--- config.mk ---
export PLATFORM = sky130hd
export DESIGN_NAME = npc_selector
export DESIGN_NICKNAME = d
export VERILOG_FILES = /design/src/rtl/npc_pkg.sv /design/src/rtl/npc_next_calc.sv /design/src/rtl/npc_branch_stats.sv /design/src/rtl/npc_selector.sv
export SDC_FILE = /design/constraint.sdc
export NUM_CORES = 1
export LEC_CHECK = 0
export BUFFER_PORTS_ARGS = -buffer_cell sky130_fd_sc_hd__buf_2
export CORE_ASPECT_RATIO = 0.8
export CORE_MARGIN = 4
export CORE_UTILIZATION = 45
export DETAILED_ROUTE_END_ITERATION = 16
export PLACE_DENSITY = 0.73
export SYNTH_ARGS = -nofsm -noshare
export SYNTH_HDL_FRONTEND = slang
export SYNTH_HIERARCHICAL = 1
export SYNTH_SLANG_ARGS = --single-unit
--- constraint.sdc ---
create_clock -name clk -period 5.1 [get_ports clk]
set_clock_uncertainty 0.05 [all_clocks]
set_input_delay 1.02 -clock clk [delete_from_list [all_inputs] [get_ports clk]]
set_output_delay 1.02 -clock clk [all_outputs]
set_load 0.005 [all_outputs]
--- src/rtl/npc_pkg.sv ---
package npc_pkg;

    localparam int ADDR_W = 32;
    localparam int UPC_W  = 8;

    typedef logic [ADDR_W-1:0] addr_t;
    typedef logic [UPC_W-1:0]  upc_t;

    // architectural fetch pointer
    typedef struct packed {
        addr_t pc;
        addr_t npc;
        upc_t  upc;
    } fetch_ptr_t;

    // description of the fetched instruction plus predictor verdict
    typedef struct packed {
        logic  is_ctrl;
        logic  is_uop;
        logic  is_last_uop;
        logic  bp_taken;
        addr_t bp_target;
    } inst_info_t;

    typedef enum logic [1:0] {
        STEP_UOP    = 2'd0,
        STEP_SEQ    = 2'd1,
        STEP_BRANCH = 2'd2
    } step_kind_t;

    function automatic step_kind_t classify(input inst_info_t inst);
        if (inst.is_ctrl)
            return STEP_BRANCH;
        else if (inst.is_uop && !inst.is_last_uop)
            return STEP_UOP;
        else
            return STEP_SEQ;
    endfunction

endpackage

--- src/rtl/npc_next_calc.sv ---
module npc_next_calc
    import npc_pkg::*;
#(
    parameter int INST_BYTES = 4,
    parameter bit DELAY_SLOT = 1'b0
) (
    input  fetch_ptr_t cur,
    input  inst_info_t inst,
    output fetch_ptr_t nxt,
    output logic       taken,
    output logic       is_branch
);
    localparam addr_t STEP = addr_t'(INST_BYTES);

    step_kind_t kind;
    fetch_ptr_t br_ptr;

    assign kind = classify(inst);

    generate
        if (DELAY_SLOT) begin : g_slot
            always_comb begin
                br_ptr.pc  = cur.npc;
                br_ptr.npc = inst.bp_taken ? inst.bp_target : cur.npc + STEP;
                br_ptr.upc = '0;
            end
        end else begin : g_direct
            addr_t tgt;
            always_comb begin
                tgt        = inst.bp_taken ? inst.bp_target : cur.pc + STEP;
                br_ptr.pc  = tgt;
                br_ptr.npc = tgt + STEP;
                br_ptr.upc = '0;
            end
        end
    endgenerate

    always_comb begin
        nxt       = cur;
        taken     = 1'b0;
        is_branch = 1'b0;
        unique case (kind)
            STEP_UOP: begin
                nxt.upc = cur.upc + upc_t'(1);
            end
            STEP_SEQ: begin
                nxt.pc  = cur.npc;
                nxt.npc = cur.npc + STEP;
                nxt.upc = '0;
            end
            STEP_BRANCH: begin
                nxt       = br_ptr;
                taken     = inst.bp_taken;
                is_branch = 1'b1;
            end
            default: nxt = cur;
        endcase
    end
endmodule

--- src/rtl/npc_branch_stats.sv ---
module npc_branch_stats #(
    parameter int CNT_W = 16
) (
    input  logic             clk,
    input  logic             rst,
    input  logic             br_en,
    input  logic             taken_en,
    output logic [CNT_W-1:0] br_count,
    output logic [CNT_W-1:0] taken_count
);
    always_ff @(posedge clk) begin
        if (rst) begin
            br_count    <= '0;
            taken_count <= '0;
        end else begin
            if (br_en)
                br_count <= br_count + CNT_W'(1);
            if (br_en && taken_en)
                taken_count <= taken_count + CNT_W'(1);
        end
    end
endmodule

--- src/rtl/npc_selector.sv ---
module npc_selector
    import npc_pkg::*;
#(
    parameter int          INST_BYTES = 4,
    parameter bit          DELAY_SLOT = 1'b0,
    parameter int          CNT_W      = 16,
    parameter logic [31:0] BOOT_PC    = 32'h0000_1000
) (
    input  logic             clk,
    input  logic             rst,
    input  logic             valid_i,
    input  logic             is_ctrl_i,
    input  logic             is_uop_i,
    input  logic             is_last_uop_i,
    input  logic             bp_taken_i,
    input  logic [31:0]      bp_target_i,
    input  logic             redir_i,
    input  logic [31:0]      redir_pc_i,
    input  logic [31:0]      redir_npc_i,
    input  logic [7:0]       redir_upc_i,
    output logic [31:0]      pc_o,
    output logic [31:0]      npc_o,
    output logic [7:0]       upc_o,
    output logic             taken_tag_o,
    output logic [CNT_W-1:0] br_count_o,
    output logic [CNT_W-1:0] taken_count_o
);
    localparam addr_t BOOT_NPC = addr_t'(BOOT_PC) + addr_t'(INST_BYTES);

    fetch_ptr_t ptr_q, ptr_calc;
    inst_info_t inst;
    logic       calc_taken, calc_branch, accept;
    logic       tag_q;

    assign inst = '{is_ctrl: is_ctrl_i, is_uop: is_uop_i,
                    is_last_uop: is_last_uop_i, bp_taken: bp_taken_i,
                    bp_target: bp_target_i};

    // instruction update only when no redirect is pending
    assign accept = valid_i && !redir_i;

    npc_next_calc #(
        .INST_BYTES (INST_BYTES),
        .DELAY_SLOT (DELAY_SLOT)
    ) u_calc (
        .cur       (ptr_q),
        .inst      (inst),
        .nxt       (ptr_calc),
        .taken     (calc_taken),
        .is_branch (calc_branch)
    );

    always_ff @(posedge clk) begin
        if (rst) begin
            ptr_q.pc  <= addr_t'(BOOT_PC);
            ptr_q.npc <= BOOT_NPC;
            ptr_q.upc <= '0;
            tag_q     <= 1'b0;
        end else if (redir_i) begin
            ptr_q.pc  <= redir_pc_i;
            ptr_q.npc <= redir_npc_i;
            ptr_q.upc <= redir_upc_i;
            tag_q     <= 1'b0;
        end else if (valid_i) begin
            ptr_q <= ptr_calc;
            tag_q <= calc_taken;
        end
    end

    npc_branch_stats #(
        .CNT_W (CNT_W)
    ) u_stats (
        .clk         (clk),
        .rst         (rst),
        .br_en       (accept && calc_branch),
        .taken_en    (calc_taken),
        .br_count    (br_count_o),
        .taken_count (taken_count_o)
    );

    assign pc_o        = ptr_q.pc;
    assign npc_o       = ptr_q.npc;
    assign upc_o       = ptr_q.upc;
    assign taken_tag_o = tag_q;
endmodule

==> results of run 1 <==
==> area by class of cell <==
| class | instances | area share |
|---|---|---|
| antenna | 1 | 0.000273 |
| clock buffer | 10 | 0.0261 |
| clock inverter | 6 | 0.00985 |
| inverter | 14 | 0.00574 |
| multi-input combinational | 765 | 0.568 |
| sequential | 105 | 0.230 |
| tap | 220 | 0.0301 |
| timing repair buffer | 230 | 0.130 |
==> through the flow <==
stage / setup WS (ns) / total power, mW / util / hold slack, ns / area, µm²
2_1_floorplan: 1.21 / 1.26 / - / 0.431 / 7730
3_3_place_gp: 0.777 / 1.42 / 0.528 / 0.429 / 8820
3_5_place_dp: 0.704 / 1.43 / 0.528 / 0.442 / 8820
4_1_cts: 1.05 / 2.19 / 0.547 / 0.453 / 9150
5_1_grt: 0.663 / 2.29 / 0.548 / 0.470 / 9150
6_report: 0.968 / 2.18 / 0.548 / 0.450 / 9150
==> critical path: stages <==
cell and delay, ns:
buf_2 0.37, inv_2 0.24, o31ai_1 0.41, ha_1 0.23, and2_1 0.17, and4_1 0.27, nand3_1 0.15, nor4_2 0.19
buf_4 0.24, or3b_1 0.38, xnor2_1 0.14, a21oi_1 0.18, mux2i_1 0.11, a211oi_1 0.24
==> cells in the final DEF (no fill, tap or decap), drive strengths merged, types with 22 or more instances in the layout <==
cell,synthesis,routed
buf,27,230
dfxtp,105,105
nor2,105,105
mux2i,89,89
nor2b,80,80
a211oi,72,72
nand2,51,51
a21oi,48,48
nand3,33,33
xnor2,31,31
xor2,29,29
o21ai,25,25
nand4,22,22
==> path summary, 6_finish.rpt <==
kind | slack [ns] | depth (start not counted) | start | end
setup / recovery | 0.97 | 14 | is_ctrl_i | npc_o[30]
hold / removal | 0.45 | 2 | u_stats/taken_count[1] | u_stats/taken_count[1]
setup reg to reg | 1.11 | 12 | pc_o[2] | npc_o[30]
hold reg to reg | 0.45 | 2 | u_stats/taken_count[1] | u_stats/taken_count[1]
==> logic make-up after synthesis <==
family / synth area share
flip-flops: 0.272
multiplexers: 0.127
AO/OA/AOI/OAI: 0.184
XOR/XNOR: 0.0679
buffers and inverters: 0.0569
adder cells (fa/ha/maj): 0.00809
AND/OR/NAND/NOR: 0.284
==> power by group <==
group	switching, mW	internal, mW
combinational	0.255	0.217
clock	0.319	0.445
sequential	0.0754	0.866
==> sequential cells by signal, summed over array words and instances (netlist names) <==
signal               flops
npc_o                   32
pc_o                    32
taken_tag_o              1
u_stats/br_count        16
u_stats/taken_count     16
upc_o                    8
==> cells in the mapped netlist, types with 8 or more instances <==
library cell,count,share of area
a22oi_1,15,0.015
and2_1,8,0.0065
and3_1,8,0.0065
xor2_1,29,0.033
nor3_1,16,0.010
a211oi_1,72,0.070
o21a_1,8,0.0078
buf_2,9,0.0058
nor4_1,14,0.011
nand2_1,51,0.025
o21ai_0,20,0.013
nand2b_1,8,0.0065
nand4_1,19,0.015
nand3_1,31,0.020
buf_1,8,0.0039
a21oi_1,48,0.031
nor2_1,105,0.051
nor2b_1,80,0.065
mux2i_1,89,0.12
xnor2_1,31,0.035
clkbuf_1,40,0.019
or4_1,8,0.0078
inv_1,11,0.0053
dfxtp_1,105,0.27
==> routing by layer <==
layer | vias to the layer above | track usage | part of all wire
met1 | 3569 | 0.325 | 0.45
met3 | 26 | 0.0598 | 0.077
met2 | 269 | 0.373 | 0.46
met4 | 2 | 0.0582 | 0.014
met5 | - | 0 | 0.00029
li1 | 3825 | - | -
==> impl_results.md, run 1 <==
- CP max FO: 25
- Gr usage total: 0.237
- Via density: 5.69
- Setup bufs post-CTS: 0
- Dpl hpwl: 17.8 mm
- Gpl congestion: 0.951
- Drt initial violations: 650
- DIE WIDTH: 155 µm
- Power per Cell Area: 238 mW/mm²
- Post-synthesis cell type count: 70
- Initial Util: 0.463
- Period utilization: 0.810
- H-Tree Depth: 3
- Placed insts: 1334
- CP arrival: 4.35 ns
- Worst Hold Class: flop to flop
- Crit path time final: 4.13 ns
- Worst Path Required: 5.32 ns
- Clk_lat worst skew: 0.36 ns
- Longest Clk Path Bufs: 2
- 1st-pass router iterations: 5
- Register Area: 0.00210 mm²
- Clock Sinks: 105
- Synth Area per Inst: 8.12 µm²
- Num CTS Buffers: 9
- Grt total ovfl: 0
- Vias in the first global route: 7163
- Post-CTS sizing: 0
- Max-slew violations: 0
- First-pass GRT wire length: 37.8 mm
- Drc violations: 0
- Ports: 217
- Final setup viols: 0
- Synthesis-stage register bit count: 105
- Startpoint types: input pin
- Sequential share of the synthesized area: 0.272
- Synth warn: 6
- Routed len/inst: 17.7 µm
- Rel. slew slack: 0.313
- Antenna Nets Post-Route: 0
- CTS tree: built
- Most used flip-flop cell after synthesis: dfxtp_1
- Die Ht: 125 µm
- Initial antenna violation count: 2
- Final Hold Vio Count: 0
- Post-Layout Cell Count: 1351
- Async SR Flop Fraction: 0
- Vias after detailed routing: 7691
- Peak supply drop: 153 µV
- P&R area growth vs syn: 18.3%
- Largest net degree at the start of global routing: 87
- CP Class: input pin to flop
- FP Rows: 42
- Synth Cell Area: 0.00773 mm²
- Mapped Cells: 952
- CP endpoint kind: flop
- Filler cell count: 1632
- Port-buffer cells: 216
- Worst-path clk slew: 0.07 ns
- Syn_nets: 1069
- Setup TNS Final: 0 ns
- Max frequency: 242 MHz
- Root buf cell: clkbuf_16
- Nets: 1242
- Hold buffer count at cts: 0
- Worst-Margin Slew: 1.03 ns
- Share of cells above drive strength 1: 0.245
- Core Region: 0.0167 mm²
- DIE AREA: 0.0194 mm²
- Pleak: 3.88 nW
- Multi-input logic area: 0.00520 mm²
- Status: finished clean
- Post-synth EDFFs: 0
- DRT Wirelength: 23.9 mm
- Maxcap violations: 0
- RSZ-0062 raised after global routing: false
No activity file was read; power rests on OpenSTA's default activity.
==> inputs of run 2 (changes only) <==
Clock period 5.1 ns to 4.1 ns, I/O delays scaled along.
==> run 2 against run 1 <==
Compared with the run above:
- clock power rose by 23%
- combinational power rose by 31%
- setup slack got worse by 0.77 ns
- cell count rose by 1.7%
- critical path depth fell by 3
- wire length rose by 2.2%
- register-to-register slack got worse by 0.91 ns
- global-route usage rose by 0.85 points
- non-clock buffer count rose by 23
==> impl_results.md, run 2 (same netlist as run 1, synthesis figures left out) <==
- Status: finished clean
- HP Start: u_stats/taken_count[1]
- Routed len/inst: 17.8 µm (+0.46%)
- Routed met3 length: 1.90 mm (+2.5%)
- CP arrival: 4.12 ns (-0.23 ns)
- WL met2: 10.8 mm (-0.67%)
- Final Hold Vio Count: 0 (unchanged)
- Initial antenna violation count: 1 (-1)
- Clock Sinks: 105 (unchanged)
- Worst Path Required: 4.32 ns (-1.00 ns)
- Clk_lat worst skew: 0.36 ns (about the same)
- Grt total ovfl: 0 (unchanged)
- Reg2Reg Setup Slack: 0.20 ns (-0.91 ns)
- Commonest cells after routing, fill and taps aside: buf_2, nor2_1, dfxtp_1, mux2i_1, nor2b_1
- Worst-path clk slew: 0.07 ns (about the same)
- DRT Wirelength: 24.4 mm (+2.2%)
- Crit path time final: 3.90 ns
- Pleak: 3.99 nW (+2.8%)
- Vias after detailed routing: 7891 (+2.6%)
- CP Class: flop to flop
- Maxcap violations: 0 (unchanged)
- Placed insts: 1357 (+1.7%)
- Drc violations: 0 (unchanged)
- H-Tree Depth: 3 (unchanged)
- Hold buffer count at cts: 0 (unchanged)
- Critical Path Max Stage Delay: 0.63 ns (+0.22 ns)
- Post-CTS sizing: 0 (unchanged)
- Num CTS Buffers: 9 (unchanged)
- Nets: 1265 (+1.9%)
- Worst-Margin Slew: 1.02 ns (-0.0127 ns)
- Via density: 5.74 (+0.88%)
- DIE AREA: 0.0194 mm² (unchanged)
- Post-layout util: 0.557 (+0.00973)
- Core Region: 0.0167 mm² (unchanged)
- Post-Layout Cell Count: 1374 (+1.7%)
- Filler cell count: 1632 (unchanged)
- Drt initial violations: 756 (+16%)
- Port-buffer cells: 216 (unchanged)
- Gr usage total: 0.245 (+0.00853)
- Initial Util: 0.463 (unchanged)
- DIE WIDTH: 155 µm (unchanged)
- Dpl hpwl: 18.3 mm (+2.7%)
- Max-slew violations: 0 (unchanged)
- Setup TNS Final: 0 ns (unchanged)
- Die Ht: 125 µm (unchanged)
- Top delay family on crit path: simple AND/OR/NAND/NOR gates
- RSZ-0062 raised after global routing: false
- Final setup viols: 0 (unchanged)
- Share of cells above drive strength 1: 0.262 (+0.0168)
- Longest Clk Path Bufs: 2 (unchanged)
- Max frequency: 257 MHz
- FP Rows: 42 (unchanged)
- Vias in the first global route: 7219 (+0.78%)
- R2r startpoint: pc_o[19]
- 1st-pass router iterations: 5 (unchanged)
- Peak supply drop: 188 µV (+23%)
- CTS tree: built
- Setup bufs post-CTS: 0 (unchanged)
- Antenna Nets Post-Route: 0 (unchanged)
- Period utilization: 0.951
- Rel. slew slack: 0.322 (+0.00848)
- CP Cell Sequence: nand4_1, or4_4, or4_1, and3_4, a2111oi_4, nand4_1, or3b_1, xnor2_1, a21oi_1, mux2i_1, a211oi_1
- Post-route setup slack: 0.202 ns (-0.766 ns)
- First-pass GRT wire length: 38.9 mm (+2.8%)
- CP endpoint kind: flop
- Worst Hold Class: flop to flop
- Largest net degree at the start of global routing: 97 (+11%)
- Root buf cell: clkbuf_16
- Crit-path slowest cell: or4_4
- P&R area growth vs syn: 20.4%
- CP max FO: 7 (-72%)
- Top sig layer: met4
- Met1 WL: 11.3 mm (+4.2%)
- Startpoint types: flop
- WP buf/inv: 0 (-3)
- Most common cell after layout, fill and taps aside: buf_2
- Worst setup path startpoint: pc_o[19]
- Ports: 217 (unchanged)
- Power per Cell Area: 292 mW/mm² (+23%)
- Gpl congestion: 0.942 (-1.0%)
- Most common cell on crit path: nand4_1
- Minimum setup slack after placement: 0.110 ns (-0.594 ns)
## run 2: cell types whose count changed in the layout (fill, tap and decap cells not counted), moves of 2 or more
cell | before | now
dfxtp_2 | 0 | 3
buf_4 | 16 | 39
dfxtp_1 | 105 | 102
clkbuf_1 | 0 | 2
## run 2: report_power, final
| part | switching [mW] | internal [mW] | total, mW |
|---|---|---|---|
| logic | 0.330 | 0.287 | 0.618 |
| clock network | 0.400 | 0.536 | 0.936 |
| registers | 0.0879 | 1.08 | 1.17 |
## run 2: through the flow
step                total power [mW]  hold WS [ns]  cell area (µm²)
CTS                             2.74         0.458             9300
global route                    2.85         0.473             9310
finish                          2.72         0.462             9310
detailed placement              1.80         0.447             8990
floorplan                       1.56         0.431             7730
global placement                1.79         0.439             8990
## run 2: path summary, 6_finish.rpt
check / endpoint / cells past startpoint
setup / recovery: npc_o[30] / 11
hold / removal: u_stats/taken_count[1] / 2
setup reg to reg: npc_o[30] / 11
hold reg to reg: u_stats/taken_count[1] / 2
## run 2: cell type report
cell class,count,area [µm²],area share
clock inverters,5,78.8,0.00846
well taps,220,275,0.0296
repair buffers,253,1360,0.146
flip-flops and latches,105,2110,0.226
multi-input cells,765,5200,0.559
inverters,14,52.6,0.00564
diodes,1,2.50,0.000269
clock buffers,11,233,0.0250
## run 2: metal layers
metal  GRT usage  vias to the layer above
li1            -                     3862
met1       0.350                     3672
met2       0.378                      318
met3      0.0515                       39
met4      0.0613                        0
met5           0                        -
## run 2: worst min-delay path, cell delays in order, from the launching register on
cell and delay [ns]:
dfxtp_1 0.35, nand2_1 0.07, a21oi_1 0.05
==> inputs of run 3 (changes only) <==
Settings changed: CORE_ASPECT_RATIO 0.8 to 0.6.
==> run 3 against run 2 <==
Compared with the run above:
- wire length up 5.3%
- largest cell class unchanged
- non-clock buffer count up 2
- clock power down 8.5%
- largest power group unchanged
- register-to-register slack worse by 0.04 ns
- highest routed layer is now met5
- cell area about the same
- critical endpoint unchanged
- cell count up 0.66%
==> impl_results.md, run 3 (same netlist as run 1, synthesis figures left out) <==
- CP arrival: 4.15 ns (+0.03 ns)
- Final setup viols: 0 (unchanged)
- Root buf cell: clkbuf_16
- Gr usage total: 0.256 (+0.0112)
- 1st-pass router iterations: 6 (+1)
- Antenna cells: 0 (-1)
- Die Ht: 110 µm (-13%)
- Final Hold Vio Count: 0 (unchanged)
- DP Area: 0.00902 mm² (+0.28%)
- Worst Path Required: 4.32 ns (about the same)
- Filler cell count: 1591 (-2.5%)
- Status: finished clean
- Core Region: 0.0165 mm² (-1.1%)
- Worst Reg-to-Reg Cells: 11 (unchanged)
- CP max FO: 8 (+1)
- CP endpoint kind: flop
- Post-layout util: 0.563 (+0.00585)
- Startpoint types: flop
- Longest Clk Path Bufs: 2 (unchanged)
- Finished layout cell area: 0.00931 mm² (about the same)
- WHS: 0.459 ns (-0.00385 ns)
- Dpl hpwl: 19.2 mm (+5.0%)
- Maxcap violations: 0 (unchanged)
- CP Class: flop to flop
- Num CTS Buffers: 9 (unchanged)
- RSZ-0062 raised after global routing: false
- Share of cells above drive strength 1: 0.263 (+0.00128)
- Power per Cell Area: 285 mW/mm² (-2.5%)
- Ports: 217 (unchanged)
- DIE WIDTH: 177 µm (+15%)
- Drt initial violations: 757 (+0.13%)
- Worst Hold Class: flop to flop
- Max-slew violations: 0 (unchanged)
- Peak supply drop: 190 µV (+0.91%)
- Routed len/inst: 18.6 µm (+4.6%)
- Vias in the first global route: 7153 (-0.91%)
- Drc violations: 0 (unchanged)
- Period utilization: 0.959 (+0.00868)
- Max frequency: 254 MHz (-0.90%)
- Worst-Margin Slew: 0.967 ns (-0.0509 ns)
- Initial Util: 0.468 (+0.00504)
- Worst-path clk slew: 0.08 ns (about the same)
- Tot Pwr: 2.65 mW (-2.6%)
- Crit path time final: 3.93 ns (+0.0356 ns)
- Nets: 1267 (+0.16%)
- Setup bufs post-CTS: 0 (unchanged)
- Initial antenna violation count: 1 (unchanged)
- Clk_lat worst skew: 0.35 ns (about the same)
- Port-buffer cells: 216 (unchanged)
- Most common cell after layout, fill and taps aside: buf_2
- Via density: 5.70 (-0.66%)
- Commonest cells after routing, fill and taps aside: buf_2, nor2_1, dfxtp_1, mux2i_1, nor2b_1
- DRT Wirelength: 25.7 mm (+5.3%)
- CTS tree: built
- H-Tree Depth: 3 (unchanged)
- First-pass GRT wire length: 40.0 mm (+2.7%)
- Gpl congestion: 0.955 (+1.4%)
- Largest net degree at the start of global routing: 90 (-7.2%)
- Antenna Nets Post-Route: 0 (unchanged)
- DIE AREA: 0.0194 mm² (+0.29%)
- FP Rows: 36 (-14%)
- Pleak: 3.98 nW (about the same)
- Rel. slew slack: 0.356 (+0.0339)
- Grt total ovfl: 0 (unchanged)
- Vias after detailed routing: 7890 (-0.013%)
- Clock Sinks: 105 (unchanged)
- P&R area growth vs syn: 20.3% (about the same)
- Hold depth: 2 (unchanged)
- Setup TNS Final: 0 ns (unchanged)
==> run 3: cell count changes in the layout (fill, tap and decap cells not counted), sizes merged <==
| cell | previous run | this run |
|---|---|---|
| buf | 253 | 255 |
| bufinv | 2 | 0 |
| clkbuf | 11 | 10 |
| clkinv | 2 | 5 |
| diode | 1 | 0 |
==> run 3: through the flow <==
stage | setup slack (ns) | std cells
global placement | 0.283 | 1367
floorplan | 0.405 | 952
finish | 0.166 | 1383
global route | 0.0175 | 1383
detailed placement | 0.186 | 1367
CTS | 0.154 | 1383
==> run 3: report_power, final <==
group | internal [mW] | total (mW) | leakage, nW | switching [mW]
registers | 1.08 | 1.16 | 0.866 | 0.0851
clock network | 0.437 | 0.856 | 0.145 | 0.419
logic | 0.287 | 0.631 | 2.97 | 0.343
total | 1.80 | 2.65 | 3.98 | 0.848
==> run 3: what timing repair did <==
item                       in CTS  in global routing
gates resized for setup         0                  2
setup endpoints to repair       0                  1
hold buffers                    0                  0
==> run 3: worst max-delay path, stage by stage, from the launching register on <==
cell	delay (ns)
dfxtp_1	0.52
nand4_1	0.19
or4_1	0.70
or4_1	0.44
and3_1	0.23
nor2_1	0.16
or4b_4	0.52
or3b_1	0.41
xnor2_1	0.14
a21oi_1	0.17
mux2i_1	0.09
a211oi_1	0.24
==> run 3: routing by layer <==
metal,GRT usage,part of all wire,vias to the layer above
li1,-,-,3869
met1,0.395,0.50,3661
met2,0.361,0.40,334
met3,0.0643,0.090,24
met4,0.0430,0.0097,2
met5,0,0.00047,-
==> run 3: layout make-up <==
class                           count  area [µm²]  share of cell area
Sequential cell                   105        2100               0.226
Inverter                           14        52.6             0.00565
Clock inverter                      6        51.3             0.00551
Timing Repair Buffer              255        1380               0.148
Multi-Input combinational cell    765        5200               0.558
Clock buffer                       10         239              0.0257
Tap cell                          228         285              0.0306
==> run 3: worst paths after layout <==
path | start | to | slack, ns
max | pc_o[12] | npc_o[30] | 0.17
min | u_stats/taken_count[1] | u_stats/taken_count[1] | 0.46
min reg2reg | u_stats/taken_count[1] | u_stats/taken_count[1] | 0.46
max reg2reg | pc_o[12] | npc_o[30] | 0.17
